## src/rtl/ddr_init_pkg.sv

```systemverilog
package ddr_init_pkg;

    typedef enum logic [3:0] {
        ST_STABLE,
        ST_CKE_NOP,
        ST_PRE1,
        ST_EMRS,
        ST_MRS_DLL,
        ST_PRE2,
        ST_AREF,
        ST_MRS_RUN,
        ST_WAIT,
        ST_DONE
    } seq_state_e;

    typedef enum logic [2:0] {
        CMD_NOP,
        CMD_PRE_ALL,
        CMD_AREF,
        CMD_MRS,
        CMD_EMRS
    } dram_cmd_e;

    typedef struct packed {
        logic cs_n;
        logic ras_n;
        logic cas_n;
        logic we_n;
    } cmd_pins_t;

    // mode register field positions (decoded by the memory)
    localparam int MR_BL_LSB   = 0;
    localparam int MR_BT_BIT   = 3;
    localparam int MR_CL_LSB   = 4;
    localparam int MR_DLL_RST  = 8;
    // extended mode register field positions
    localparam int EMR_DLL_OFF = 0;
    localparam int EMR_DRV_LO  = 1;
    localparam int EMR_DRV_HI  = 6;
    // precharge-all select bit
    localparam int PRE_ALL_BIT = 10;

    localparam logic [1:0] DRV_FULL    = 2'b00;
    localparam logic [1:0] DRV_ILLEGAL = 2'b11;

    localparam cmd_pins_t PINS_NOP = '{cs_n: 1'b0, ras_n: 1'b1, cas_n: 1'b1, we_n: 1'b1};

    function automatic int imax(input int a, input int b);
        return (a > b) ? a : b;
    endfunction

    function automatic cmd_pins_t pins_of(input dram_cmd_e cmd);
        cmd_pins_t p;
        case (cmd)
            CMD_PRE_ALL: p = '{cs_n: 1'b0, ras_n: 1'b0, cas_n: 1'b1, we_n: 1'b0};
            CMD_AREF:    p = '{cs_n: 1'b0, ras_n: 1'b0, cas_n: 1'b0, we_n: 1'b1};
            CMD_MRS,
            CMD_EMRS:    p = '{cs_n: 1'b0, ras_n: 1'b0, cas_n: 1'b0, we_n: 1'b0};
            default:     p = PINS_NOP;
        endcase
        return p;
    endfunction

    function automatic logic [1:0] legal_drive(input logic [1:0] code);
        return (code == DRV_ILLEGAL) ? DRV_FULL : code;
    endfunction

endpackage

```

## src/rtl/ddr_init_timer.sv

```systemverilog
module ddr_init_timer #(
    parameter int W       = 8,
    parameter int RST_VAL = 0
) (
    input  logic         clk,
    input  logic         rst,
    input  logic         load,
    input  logic [W-1:0] load_val,
    input  logic         dec,
    output logic         zero
);
    logic [W-1:0] count_q;

    always_ff @(posedge clk) begin
        if (rst) begin
            count_q <= W'(RST_VAL);
        end else if (load) begin
            count_q <= load_val;
        end else if (dec && (count_q != '0)) begin
            count_q <= count_q - 1'b1;
        end
    end

    assign zero = (count_q == '0);
endmodule

```

## src/rtl/ddr_init_lock_ctr.sv

```systemverilog
module ddr_init_lock_ctr #(
    parameter int LOCK = 200
) (
    input  logic clk,
    input  logic rst,
    input  logic start,
    output logic ok
);
    localparam int LOCK_C = (LOCK < 2) ? 2 : LOCK;
    localparam int CW     = $clog2(LOCK_C + 1);

    logic [CW-1:0] cnt_q;

    always_ff @(posedge clk) begin
        if (rst) begin
            cnt_q <= '0;
        end else if (start) begin
            cnt_q <= CW'(1);
        end else if ((cnt_q != '0) && (cnt_q < CW'(LOCK_C))) begin
            cnt_q <= cnt_q + 1'b1;
        end
    end

    // true in the cycle before the lock window has fully elapsed,
    // so a state change on this edge lands on the first legal cycle
    assign ok = (cnt_q >= CW'(LOCK_C - 1));
endmodule

```

## src/rtl/ddr_init_mode_words.sv

```systemverilog
module ddr_init_mode_words
    import ddr_init_pkg::*;
#(
    parameter int ADDR_W = 13
) (
    input  logic [2:0]        burst_len,
    input  logic              burst_type,
    input  logic [2:0]        cas_lat,
    input  logic [1:0]        drive,
    input  logic              dll_rst,
    output logic [ADDR_W-1:0] mrs_word,
    output logic [ADDR_W-1:0] emrs_word
);
    logic [1:0] drv_ok;

    always_comb begin
        drv_ok = legal_drive(drive);

        mrs_word = '0;
        mrs_word[MR_BL_LSB +: 3] = burst_len;
        mrs_word[MR_BT_BIT]      = burst_type;
        mrs_word[MR_CL_LSB +: 3] = cas_lat;
        mrs_word[MR_DLL_RST]     = dll_rst;

        emrs_word = '0;
        emrs_word[EMR_DLL_OFF] = 1'b0;
        emrs_word[EMR_DRV_LO]  = drv_ok[0];
        emrs_word[EMR_DRV_HI]  = drv_ok[1];
    end
endmodule

```

## src/rtl/ddr_init_cmd_enc.sv

```systemverilog
module ddr_init_cmd_enc
    import ddr_init_pkg::*;
#(
    parameter int ADDR_W = 13,
    parameter int BA_W   = 2
) (
    input  dram_cmd_e         cmd,
    input  logic [ADDR_W-1:0] mrs_word,
    input  logic [ADDR_W-1:0] emrs_word,
    output cmd_pins_t         pins,
    output logic [BA_W-1:0]   ba,
    output logic [ADDR_W-1:0] addr
);
    always_comb begin
        pins = pins_of(cmd);
        ba   = '0;
        addr = '0;
        case (cmd)
            CMD_PRE_ALL: addr[PRE_ALL_BIT] = 1'b1;
            CMD_MRS:     addr = mrs_word;
            CMD_EMRS: begin
                addr = emrs_word;
                ba   = BA_W'(1);
            end
            default: ;
        endcase
    end
endmodule

```

## src/rtl/ddr_init_seq.sv

```systemverilog
module ddr_init_seq
    import ddr_init_pkg::*;
#(
    parameter int CLK_MHZ   = 125,
    parameter int STABLE_US = 200,
    parameter int T_RP      = 3,
    parameter int T_MRD     = 2,
    parameter int T_RFC     = 12,
    parameter int DLL_LOCK  = 200,
    parameter int REF_COUNT = 2,
    parameter int ADDR_W    = 13,
    parameter int BA_W      = 2
) (
    input  logic              clk,
    input  logic              rst,
    input  logic [2:0]        cfg_burst_len,
    input  logic              cfg_burst_type,
    input  logic [2:0]        cfg_cas_lat,
    input  logic [1:0]        cfg_drive,
    output logic              dram_cke,
    output logic              dram_cs_n,
    output logic              dram_ras_n,
    output logic              dram_cas_n,
    output logic              dram_we_n,
    output logic [BA_W-1:0]   dram_ba,
    output logic [ADDR_W-1:0] dram_addr,
    output logic              init_done
);
    localparam int STABLE_CYC = imax(CLK_MHZ * STABLE_US, 1);
    localparam int GAP_RP     = imax(T_RP, 2) - 2;
    localparam int GAP_MRD    = imax(T_MRD, 2) - 2;
    localparam int GAP_RFC    = imax(T_RFC, 2) - 2;
    localparam int GAP_MAX    = imax(imax(GAP_RP, GAP_MRD), GAP_RFC);
    localparam int TMR_W      = $clog2(imax(STABLE_CYC, GAP_MAX) + 1);
    localparam int REF_C      = imax(REF_COUNT, 1);
    localparam int REF_W      = $clog2(REF_C + 1);

    seq_state_e state_q, state_nxt;
    seq_state_e ret_q, ret_nxt;

    logic             tmr_load, tmr_dec, tmr_zero;
    logic [TMR_W-1:0] tmr_val;
    logic             lock_start, lock_ok;
    logic [REF_W-1:0] ref_q;
    logic             ref_inc;

    dram_cmd_e         cmd_c;
    logic              dll_rst_c, cke_c, done_c;
    logic [ADDR_W-1:0] mrs_word, emrs_word;
    cmd_pins_t         pins_c, pins_q;
    logic [BA_W-1:0]   ba_c, ba_q;
    logic [ADDR_W-1:0] addr_c, addr_q;
    logic              cke_q, done_q;

    ddr_init_timer #(.W(TMR_W), .RST_VAL(STABLE_CYC - 1)) u_timer (
        .clk(clk), .rst(rst), .load(tmr_load), .load_val(tmr_val),
        .dec(tmr_dec), .zero(tmr_zero)
    );

    ddr_init_lock_ctr #(.LOCK(DLL_LOCK)) u_lock (
        .clk(clk), .rst(rst), .start(lock_start), .ok(lock_ok)
    );

    ddr_init_mode_words #(.ADDR_W(ADDR_W)) u_words (
        .burst_len(cfg_burst_len), .burst_type(cfg_burst_type),
        .cas_lat(cfg_cas_lat), .drive(cfg_drive), .dll_rst(dll_rst_c),
        .mrs_word(mrs_word), .emrs_word(emrs_word)
    );

    ddr_init_cmd_enc #(.ADDR_W(ADDR_W), .BA_W(BA_W)) u_enc (
        .cmd(cmd_c), .mrs_word(mrs_word), .emrs_word(emrs_word),
        .pins(pins_c), .ba(ba_c), .addr(addr_c)
    );

    always_comb begin
        state_nxt  = state_q;
        ret_nxt    = ret_q;
        tmr_load   = 1'b0;
        tmr_val    = '0;
        tmr_dec    = 1'b0;
        cmd_c      = CMD_NOP;
        dll_rst_c  = 1'b0;
        cke_c      = 1'b1;
        done_c     = 1'b0;
        lock_start = 1'b0;
        ref_inc    = 1'b0;
        case (state_q)
            ST_STABLE: begin
                cke_c   = 1'b0;
                tmr_dec = 1'b1;
                if (tmr_zero) state_nxt = ST_CKE_NOP;
            end
            ST_CKE_NOP: state_nxt = ST_PRE1;
            ST_PRE1: begin
                cmd_c     = CMD_PRE_ALL;
                tmr_load  = 1'b1;
                tmr_val   = TMR_W'(GAP_RP);
                ret_nxt   = ST_EMRS;
                state_nxt = ST_WAIT;
            end
            ST_EMRS: begin
                cmd_c     = CMD_EMRS;
                tmr_load  = 1'b1;
                tmr_val   = TMR_W'(GAP_MRD);
                ret_nxt   = ST_MRS_DLL;
                state_nxt = ST_WAIT;
            end
            ST_MRS_DLL: begin
                cmd_c      = CMD_MRS;
                dll_rst_c  = 1'b1;
                lock_start = 1'b1;
                tmr_load   = 1'b1;
                tmr_val    = TMR_W'(GAP_MRD);
                ret_nxt    = ST_PRE2;
                state_nxt  = ST_WAIT;
            end
            ST_PRE2: begin
                cmd_c     = CMD_PRE_ALL;
                tmr_load  = 1'b1;
                tmr_val   = TMR_W'(GAP_RP);
                ret_nxt   = ST_AREF;
                state_nxt = ST_WAIT;
            end
            ST_AREF: begin
                cmd_c     = CMD_AREF;
                ref_inc   = 1'b1;
                tmr_load  = 1'b1;
                tmr_val   = TMR_W'(GAP_RFC);
                ret_nxt   = (ref_q == REF_W'(REF_C - 1)) ? ST_MRS_RUN : ST_AREF;
                state_nxt = ST_WAIT;
            end
            ST_MRS_RUN: begin
                cmd_c     = CMD_MRS;
                tmr_load  = 1'b1;
                tmr_val   = TMR_W'(GAP_MRD);
                ret_nxt   = ST_DONE;
                state_nxt = ST_WAIT;
            end
            ST_WAIT: begin
                if (!tmr_zero) begin
                    tmr_dec = 1'b1;
                end else if ((ret_q != ST_DONE) || lock_ok) begin
                    state_nxt = ret_q;
                end
            end
            ST_DONE: done_c = 1'b1;
            default: state_nxt = ST_STABLE;
        endcase
    end

    always_ff @(posedge clk) begin
        if (rst) begin
            state_q <= ST_STABLE;
            ret_q   <= ST_DONE;
            ref_q   <= '0;
        end else begin
            state_q <= state_nxt;
            ret_q   <= ret_nxt;
            if (ref_inc) ref_q <= ref_q + 1'b1;
        end
    end

    // registered pin stage: every output leaves a flop
    always_ff @(posedge clk) begin
        if (rst) begin
            cke_q  <= 1'b0;
            pins_q <= PINS_NOP;
            ba_q   <= '0;
            addr_q <= '0;
            done_q <= 1'b0;
        end else begin
            cke_q  <= cke_c;
            pins_q <= pins_c;
            ba_q   <= ba_c;
            addr_q <= addr_c;
            done_q <= done_c;
        end
    end

    assign dram_cke   = cke_q;
    assign dram_cs_n  = pins_q.cs_n;
    assign dram_ras_n = pins_q.ras_n;
    assign dram_cas_n = pins_q.cas_n;
    assign dram_we_n  = pins_q.we_n;
    assign dram_ba    = ba_q;
    assign dram_addr  = addr_q;
    assign init_done  = done_q;
endmodule

```

## config.mk

```make
export PLATFORM = sky130hd
export DESIGN_NAME = ddr_init_seq
export DESIGN_NICKNAME = d
export VERILOG_FILES = /design/src/rtl/ddr_init_pkg.sv /design/src/rtl/ddr_init_timer.sv /design/src/rtl/ddr_init_lock_ctr.sv /design/src/rtl/ddr_init_mode_words.sv /design/src/rtl/ddr_init_cmd_enc.sv /design/src/rtl/ddr_init_seq.sv
export SDC_FILE = /design/constraint.sdc
export NUM_CORES = 1
export LEC_CHECK = 0
export ABC_CLOCK_PERIOD_IN_PS = 2160
export BUFFER_PORTS_ARGS = -buffer_cell sky130_fd_sc_hd__clkbuf_2
export CELL_PAD_IN_SITES_DETAIL_PLACEMENT = 1
export CELL_PAD_IN_SITES_GLOBAL_PLACEMENT = 2
export CORE_MARGIN = 3
export CORE_UTILIZATION = 34
export CTS_CLUSTER_DIAMETER = 50
export DETAILED_ROUTE_END_ITERATION = 10
export PLACE_DENSITY_LB_ADDON = 0.1
export SYNTH_ARGS = -nofsm -noshare
export SYNTH_HDL_FRONTEND = slang
export SYNTH_SLANG_ARGS = --single-unit
```

## constraint.sdc

```tcl
create_clock -name clk -period 2.16 [get_ports clk]
set_input_delay 0 -clock clk [delete_from_list [all_inputs] [get_ports clk]]
set_output_delay 0 -clock clk [all_outputs]
set_load 0.01 [all_outputs]
```

== After elaboration in Yosys (flattened, before gate mapping) ==
Cells that the tools add are included.
Widths: inputs -> output; s select.

* $add $sub $neg: 3
* Order comparisons: 2
* Equality and inequality tests: 19
* Muxes and demuxes: 24
* Bitwise operators: 1
* Reductions and logical operators: 16

{| class="wikitable"
|+ Operators by type and width
! cell !! number
|-
| $mux 15 || 2
|-
| $pmux 4 s6 || 1
|-
| $pmux 4 s5 || 1
|-
| $pmux 9 s2 || 1
|-
| $eq 4x3->1 const B || 4
|-
| $logic_not 15->1 || 1
|-
| $reduce_bool 15->1 || 1
|-
| $sub 15x1->15 const B || 1
|-
| $mux 4 || 3
|-
| $pmux 3 s4 || 1
|-
| $mux 1 || 11
|-
| $pmux 3 s3 || 1
|-
| $add 8x1->8 const B || 1
|-
| $eq 4x2->1 const B || 2
|-
| $eq 4x4->1 const B || 2
|-
| $ge 8x8->1 const B || 1
|-
| $lt 8x8->1 const B || 1
|-
| $pmux 4 s2 || 1
|-
| $reduce_bool 8->1 || 1
|-
| $reduce_or 2->1 || 4
|-
| $eq 3x2->1 const B || 2
|-
| $ne 2x2->1 const B || 3
|-
| $reduce_bool 6->1 || 1
|-
| $reduce_or 6->1 || 1
|-
| 15 further kinds || 17
|}

* Register bits: 54
* Input bits: 11
* Output and inout port bits: 21

== Depth between registers and ports, before layout ==
Gate-level depths: netlist of the first run.

* Depth in word-level cells: 6
* Mapped depth: 7
* Gate-level depth less buffers: 6

== Cells and area by module ==
A second synthesis of the first run with hierarchy kept.

* Cell total of the unflattened synthesis: 324
* Area, all modules: 2951.6 um2

{| class="wikitable"
|+ By module, submodules not included
! module !! instances !! cells an instance !! area an instance (um2) !! seq. area each (um2)
|-
| ddr_init_seq || 1 || 112 || 1179.9 || 620.6
|-
| ddr_init_timer || 1 || 112 || 928.4 || 300.3
|-
| ddr_init_lock_ctr || 1 || 46 || 404.1 || 160.2
|-
| ddr_init_cmd_enc || 1 || 27 || 240.2 || 0.0
|-
| ddr_init_mode_words || 1 || 27 || 198.9 || 0.0
|}

== Worst setup path before layout of the first run ==
Ideal clock, no wire load.

* Path type: reg2reg
* From: register u_timer.count_q[6]
* To: register u_timer.count_q[13]
* Library setup time: 0.063 ns
* Arrival: 1.928 ns
* Required time: 2.097 ns
* Slack: 0.169 ns
* Cell stages (with the launch flop): 6
* Period minus slack after synthesis: 1.991 ns
* Cells stage by stage: dfxtp_1 -> or4_1 -> clkbuf_2 -> or4_1 -> or4_1 -> nand3_1

* Longest elaborated chain between the ends: 5
* Elaborated cells between the ends (all ways): 9

{| class="wikitable"
|+ Ends and longest elaborated chain
! what !! RTL line !! source
|-
| from (decl) || ddr_init_timer.sv:12 || <nowiki>logic [W-1:0] count_q;</nowiki>
|-
| from (signal assigned) || ddr_init_timer.sv:16 || <nowiki>count_q <= W'(RST_VAL);</nowiki>
|-
| from (signal assigned) || ddr_init_timer.sv:18 || <nowiki>count_q <= load_val;</nowiki>
|-
| from (signal assigned) || ddr_init_timer.sv:20 || <nowiki>count_q <= count_q - 1'b1;</nowiki>
|-
| parallel branches: the longest is 5 deep, another holds $sub 15x1->15 || n/a ||
|}

Parallel ways; which one is timed is not known. The select of a mux whose other input is x is not followed.
A chain may end at the register's enable or synchronous reset.

== Worst setup path in the final report of the first run ==
Same ends and word-level chain as after synthesis.

==> results of run 1 <==
-- power groups by stage --
stage | registers [W] | logic (W) | clock network [W]
final | 0.000912 | 0.0000920 | 0.000716
after global placement | 0.000932 | 0.0000821 | 0
after detailed placement | 0.000933 | 0.0000829 | 0
after global routing | 0.000915 | 0.000106 | 0.000772
after floorplan | 0.000929 | 0.0000631 | 0
after CTS | 0.000912 | 0.0000932 | 0.000743
-- tightest hold or removal path, cell delays in order --
cell	delay (ns)
clkbuf_2	0.09
buf_4	0.21
nor2_1	0.11
-- metal layers --
metal  vias up  GRT usage  share of wire
met4         0     0.0538          0.011
met1       955      0.216           0.47
met3         7     0.0266          0.030
met5         -          0              0
li1        991          -              -
met2        28      0.261           0.49
-- synthesized netlist by cell type, drive strengths merged (2+ instances only) --
cell type / number
dfxtp: 48
nor2: 29
nand2: 15
a21oi: 12
clkbuf: 11
inv: 10
and3: 9
or4: 9
nor3: 8
buf: 7
o21ai: 7
o211ai: 6
nand2b: 5
nand3: 5
nor4: 5
a211oi: 4
ha: 4
nand4: 4
or3: 4
xnor2: 4
xor2: 4
a31oi: 3
a32oi: 3
nor4b: 3
o311ai: 3
o31ai: 3
or3b: 3
nor2b: 2
o21ba: 2
o41ai: 2
or4b: 2
-- registers in the layout (all words and copies together) (netlist names), 2 cells and up --
| signal | flops |
|---|---|
| u_timer.count_q | 15 |
| dram_addr | 9 |
| u_lock.cnt_q | 8 |
| ret_q | 4 |
| state_q | 4 |
| ref_q | 2 |
-- cells in the final DEF (no fill, tap or decap), types with 2 or more instances in the layout --
cell type / n
or4_2: 2
a32oi_1: 3
inv_1: 10
ha_1: 4
nand2b_1: 5
buf_4: 12
clkbuf_2: 25
o311ai_0: 3
dfxtp_1: 48
nor3_1: 8
nand4_1: 4
o41ai_1: 2
nor2b_1: 2
nor4_1: 5
clkbuf_8: 7
o21ba_2: 2
nand3_1: 5
xnor2_1: 4
nor2_1: 29
or3b_2: 3
a211oi_1: 4
a21oi_1: 12
or3_1: 2
o211ai_1: 6
nor4b_1: 3
a31oi_1: 3
or3_2: 2
or4_1: 6
and3_1: 9
nand2_1: 15
xor2_1: 4
o21ai_0: 7
conb_1: 6
o31ai_1: 3
or4b_2: 2
dlygate4sd3_1: 9
-- cell type report --
class / count / area [sq um] / share of cell area
sequential: 48 / 961 / 0.360
inverter: 10 / 37.5 / 0.0141
timing repair buffer: 46 / 305 / 0.114
multi-input combinational: 182 / 1150 / 0.429
clock inverter: 1 / 30.0 / 0.0112
clock buffer: 7 / 96.3 / 0.0361
tap: 75 / 93.8 / 0.0351
-- per-stage QoR --
| step | worst slack, ns | hold WS, ns | total power, W |
|---|---|---|---|
| after global routing | 0.0156 | 0.169 | 0.00179 |
| final | 0.143 | 0.141 | 0.00172 |
| after CTS | 0.0743 | 0.136 | 0.00175 |
| after detailed placement | 0.102 | 0.231 | 0.00102 |
| after global placement | 0.155 | 0.230 | 0.00101 |
| after floorplan | 0.169 | 0.136 | 0.000992 |
-- kinds of logic (layout without fill, tap and decap cells) --
group,after synthesis,count (layout)
simple gates,110,110
compound gates,53,53
flops,48,48
buf+inv,28,64
xor+xnor,8,8
fa+ha+maj,4,4
other cells,1,6
mux,1,1
-- how the worst min path moves through the flow --
stage                   start                       to  cells past startpoint
6_report                  rst      dram_cke$_SDFF_PP0_                      3
5_1_grt                   rst    ref_q[0]$_SDFFE_PP0P_                      3
4_1_cts                   rst      dram_cke$_SDFF_PP0_                      3
3_5_place_dp   cfg_cas_lat[0]  dram_addr[4]$_SDFF_PP0_                      2
3_3_place_gp   cfg_cas_lat[1]  dram_addr[5]$_SDFF_PP0_                      2
2_1_floorplan             rst    dram_ras_n$_SDFF_PP1_                      2
-- what timing repair did --
action,in CTS,in global routing
gates resized for setup,0,3
buffers inserted,0,0
hold buffers,9,0
endpoints found under the setup margin,0,8
endpoints found under the hold margin,7,0
==> impl_metrics.toml, run 1 <==
[cts]
cts_tree = "done"
cts_made_buffers = 5
cts.sinks = 48
clkTransAtPathRegs_ns = 0.09
ctsLongestPathBuffers = 2
clk_latency_ns = 0.30
h_tree_level_count = 2
cts_root_buffer = "clkbuf_8"

[place]
dpl_cell_area_sq_mm = 0.00244
dp_hpwl_um = 4110
place.detailed.instances = 352
port_buffers = 25
globalplace.congestion = 0.762

[critical_path]
cp_common_cell = "or4_1"
critPathLaunch = "u_timer.count_q[6]$_SDFFE_PP0P_"
criticalPathCategory = "register to register"
worstSetupEndpoint = "u_timer.count_q[13]$_SDFFE_PP1P_"
critical_path.max_stage_delay_ns = 0.58
r2r_start = "u_timer.count_q[6]$_SDFFE_PP0P_"
reg2regPathDepth = 4
critical_path.top_delay_family = "simple AND/OR/NAND/NOR gates"
critPathCaptureType = "register"
cp_num_cells = 4
worst-r2r-setup-slack_ns = 0.14
cp.arrival_ns = 2.26
r2r_end = "u_timer.count_q[13]$_SDFFE_PP1P_"
crit_buf_inv = 0
critPathRequiredTime_ns = 2.40
crit_path_cell_trace = "or4_4 -> or4_1 -> or4_1 -> nand3_1"
worstSetupStartpointType = "register"
critical_path.max_fanout = 8
critPathSlowestCell = "or4_4"

[routing]
detail_route.first_pass.iterations = 4
total_via_count_in_the_routed_design = 1981
dr.first_iter.drc_count = 62
remaining_design_rule_violation_count = 0
post_drt_wl_per_cell_um = 15.5
finalWirelength_um = 5710
ant_nets = 0
drt-vias-per-instance = 5.37

[grt]
total_grt_usage = 0.161
grt_first_pass_wirelength_um = 9580
largest_net_degree_at_the_start_of_global_routing = 22
globalRoute.totalOverflow = 0
first_global_vias = 1955
antenna_found_initial = 0

[floorplanning]
die_height_um = 86.6
core.rowCount = 28
initial_core_util = 0.362
ios = 32
dieArea_sq_mm = 0.00749
die_width_um = 86.6
core_region_area_sq_mm = 0.00610

[timing]
number_of_endpoints_with_negative_hold_slack_in_the_final_report = 0
fin_tns_setup_ns = 0
timing.final.max_slew_violations = 0
finalSetupViolations = 0
skew_ns = 0.00276
max_freq_ghz = 0.496
layout_min_cycle_time_ns = 2.02
rsz0062_at_grt = "no"
final.period_utilization = 0.934
timing_worst_slew_pin_value_ns = 0.628
max_slew_margin = 0.581

[pwr]
share_clk_of_total_power = 0.416
cellPowerDensity_mw_per_mm2 = 644
cellLeakagePower_nw = 1.04
pwr-share-seq = 0.530
internal-power_w = 0.00135
netSwitchingFraction = 0.216
max-vdd-ir-drop_v = 0.000330
power.net_switching_w = 0.000371
combinationalPowerShare = 0.054

[synth]
main_combinational_cell_family_by_area_after_synthesis = "simple AND/OR/NAND/NOR gates"
synth_compound_gate_area_share = 0.168
post_synth_instance_area_sq_mm = 0.00221
flop_and_latch_count_out_of_synthesis = 48
synth_edf_count = 0
post_synth_inst_count = 253
synth.area.mux_share = 0.00454
synth_sequential_area_ratio = 0.435
syn_area_per_cell_sq_um = 8.72
post_synth_and_or_nand_nor_area_fraction = 0.277
post_synth_num_cell_types = 52
synth_largest_area_cell = "dfxtp_1"
async_reset_ff_frac = 0
synthXorXnorAreaFrac = 0.0317
synth_top_area_frac = 0.435
synth_flop_cell = "dfxtp_1"
fraction_of_the_mapped_netlist_area_in_adder_cells = 0.0227
synth_area_leaders = "dfxtp_1 (44%), nor2_1 (4.9%), a21oi_1 (2.7%)"
yosys_warnings = 0

[final_layout]
fillerInstances = 737
postLayoutCellArea_sq_mm = 0.00267
final_layout_size_suffix_gt1_frac = 0.204
insertedDiodeCount = 0
post-route-util = 0.438
area_growth_pct = 21.0
final-instance-count-excl-fill = 369
fin_nets = 308

[run]
drv.max_cap_violation_count = 0

[run_status]
run_status = "finished clean"

[hold_path]
timing.hold.worst.class = "input port to register"
Note: power is estimated with default switching activity, not from simulation.
==> run 2: changes to the inputs <==
CORE_UTILIZATION = 38   (was 34)
CTS_BUF_LIST = sky130_fd_sc_hd__clkbuf_4   (was unset)
SYNTH_HIERARCHICAL = 1   (was unset)
==> impl_metrics.toml, run 2 <==
[run_status]
run_status = "finished with violations"
violations = "negative setup slack"

[cts]
cts.sinks = 54
ctsLongestPathBuffers = 2
clkTransAtPathRegs_ns = 0.18
cts_tree = "done"
cts_root_buffer = "clkbuf_4"
clk_latency_ns = 0.39
h_tree_level_count = 2
cts_made_buffers = 5

[timing]
final.period_utilization = 1.23
finalSetupViolations = 11
skew_ns = 0.0153
fin_worst_hold_slack_ns = 0.0531
final.setup.worst_slack_ns = -0.503
rsz0062_at_grt = "yes"
layout_min_cycle_time_ns = 2.66
max_freq_ghz = 0.375
number_of_endpoints_with_negative_hold_slack_in_the_final_report = 0
timing.final.max_slew_violations = 0

[final_layout]
layout.cells.most_common_list = "dfxtp_1 (51), buf_4 (40), clkbuf_2 (31)"
post-route-util = 0.490
largest_register_ffs = 15
layout_commonest_cell = "dfxtp_1"
fin_nets = 410
largest_register = "u_timer/count_q"
final_layout_size_suffix_gt1_frac = 0.364
area_growth_pct = 23.1
insertedDiodeCount = 0

[routing]
ant_nets = 0
post_drt_wl_per_cell_um = 14.3
drt-vias-per-instance = 4.98
remaining_design_rule_violation_count = 0
total_via_count_in_the_routed_design = 2467
dr.first_iter.drc_count = 44
finalWirelength_um = 7100
detail_route.first_pass.iterations = 4

[floorplanning]
initial_core_util = 0.398
ios = 32
core.rowCount = 31
die_height_um = 94.1
core_region_area_sq_mm = 0.00741
dieArea_sq_mm = 0.00886
die_width_um = 94.1

[critical_path]
critical_path.max_fanout = 3
critPathRequiredTime_ns = 2.47
criticalPathCategory = "register to register"
critPathCaptureType = "register"
worst-r2r-setup-slack_ns = -0.50
worstSetupStartpointType = "register"
cp.arrival_ns = 2.98

[run]
drv.max_cap_violation_count = 0

[grt]
first_global_vias = 2496
largest_net_degree_at_the_start_of_global_routing = 20
total_grt_usage = 0.173
globalRoute.totalOverflow = 0
antenna_found_initial = 0
grt_first_pass_wirelength_um = 12200

[pwr]
cellLeakagePower_nw = 1.47
max-vdd-ir-drop_v = 0.000251
cellPowerDensity_mw_per_mm2 = 460

[synth]
yosys-top-cells-count = "dfxtp_1 (54), buf_4 (28), nor2_1 (26)"
synth_sequential_area_ratio = 0.366
syn_area_per_cell_sq_um = 9.11
yosys_warnings = 6
synth_largest_area_cell = "dfxtp_1"
async_reset_ff_frac = 0
post_synth_inst_count = 324
synth_flop_cell = "dfxtp_1"
synth_edf_count = 0
yosysMostFrequentCell = "dfxtp_1"
flop_and_latch_count_out_of_synthesis = 54
post_synth_instance_area_sq_mm = 0.00295
synth_area_leaders = "dfxtp_1 (37%), buf_4 (7.1%), a22o_2 (4.1%)"
post_synth_num_cell_types = 65
synth_top_area_frac = 0.366

[place]
port_buffers = 31
dp_hpwl_um = 5080
globalplace.congestion = 0.781

[hold_path]
timing.hold.worst.class = "input port to register"
==> run 2: cell count changes after synthesis, moves of 4 or more <==
cell,previous run,this run
nand2_1,15,8
and3_1,9,4
buf_4,6,28
nor2b_1,2,19
a311oi_1,1,5
or2_2,1,5
inv_1,10,14
dfxtp_1,48,54
o211ai_1,6,0
buf_6,0,5
a22o_2,0,12
==> run 2: final cells by class <==
cell class | instances | area, sq um
timing repair buffer | 81 | 559
fill | 895 | 3780
sequential | 54 | 1080
inverter | 14 | 52.6
clock buffer | 5 | 37.5
multi-input combinational | 239 | 1750
clock inverter | 3 | 25.0
tap | 99 | 124
==> run 2: cell families (layout without fill, tap and decap cells) <==
logic type               count (synthesis)  count (layout)  synth area share
other                                    3              30           0.00381
multiplexers                             4               4            0.0153
flip-flops                              54              54             0.366
AND/OR/NAND/NOR                        121             121             0.261
adder cells (fa/ha/maj)                  4               4            0.0170
XOR/XNOR                                 7               7            0.0208
buffers and inverters                   58             103             0.123
AO/OA/AOI/OAI                           73              73             0.193
==> run 2: worst paths after layout <==
path	startpoint	end	cells past startpoint
max	u_timer/count_q[0]$_SDFFE_PP1P_	u_timer/count_q[11]$_SDFFE_PP0P_	9
min	cfg_drive[1]	dram_addr[6]$_SDFF_PP0_	4
max reg2reg	u_timer/count_q[0]$_SDFFE_PP1P_	u_timer/count_q[11]$_SDFFE_PP0P_	9
min reg2reg	ret_q[3]$_SDFFE_PP1P_	ret_q[3]$_SDFFE_PP1P_	2
==> run 2: through the flow <==
| step | setup WS, ns | TNS (ns) | std cells | total power (W) | area (sq um) |
|---|---|---|---|---|---|
| after floorplan | -0.514 | -1.70 | 351 | 0.00116 | 3090 |
| after global placement | -0.438 | -2.47 | 476 | 0.00117 | 3350 |
| after detailed placement | -0.549 | -3.62 | 476 | 0.00117 | 3350 |
| after CTS | -0.541 | -4.86 | 494 | 0.00169 | 3550 |
| after global routing | -0.599 | -4.21 | 495 | 0.00176 | 3630 |
| final | -0.503 | -2.67 | 495 | 0.00167 | 3630 |
==> run 2: layer usage <==
| layer | up-vias | track usage | wire length, um |
|---|---|---|---|
| met2 | 28 | 0.293 | 3450 |
| met5 | - | 0 | 0 |
| met3 | 7 | 0.0377 | 190 |
| met1 | 1182 | 0.221 | 3360 |
| li1 | 1250 | - | - |
| met4 | 0 | 0.0469 | 95 |
==> run 2: power by group <==
group | internal, W | switching [W]
logic | 0.0000769 | 0.0000790
clock network | 0.000134 | 0.000359
registers | 0.00101 | 0.00000950
==> run 2: worst max-delay path: stages (launching register included) <==
cell,delay [ns]
dfxtp_2,0.37
inv_2,0.05
ha_4,0.15
or3b_4,0.24
nor4_4,0.04
a2111oi_4,0.31
or3b_4,0.42
or3_4,0.35
or4_4,0.42
a311oi_2,0.23
==> run 2: what timing repair did <==
action / CTS / global route
buffers inserted: 3 / 4
pin swaps: 2 / 10
endpoints found under the setup margin: 14 / 18
hold endpoints to repair: 7 / 0
gates resized for setup: 10 / 14
hold buffers: 7 / 0
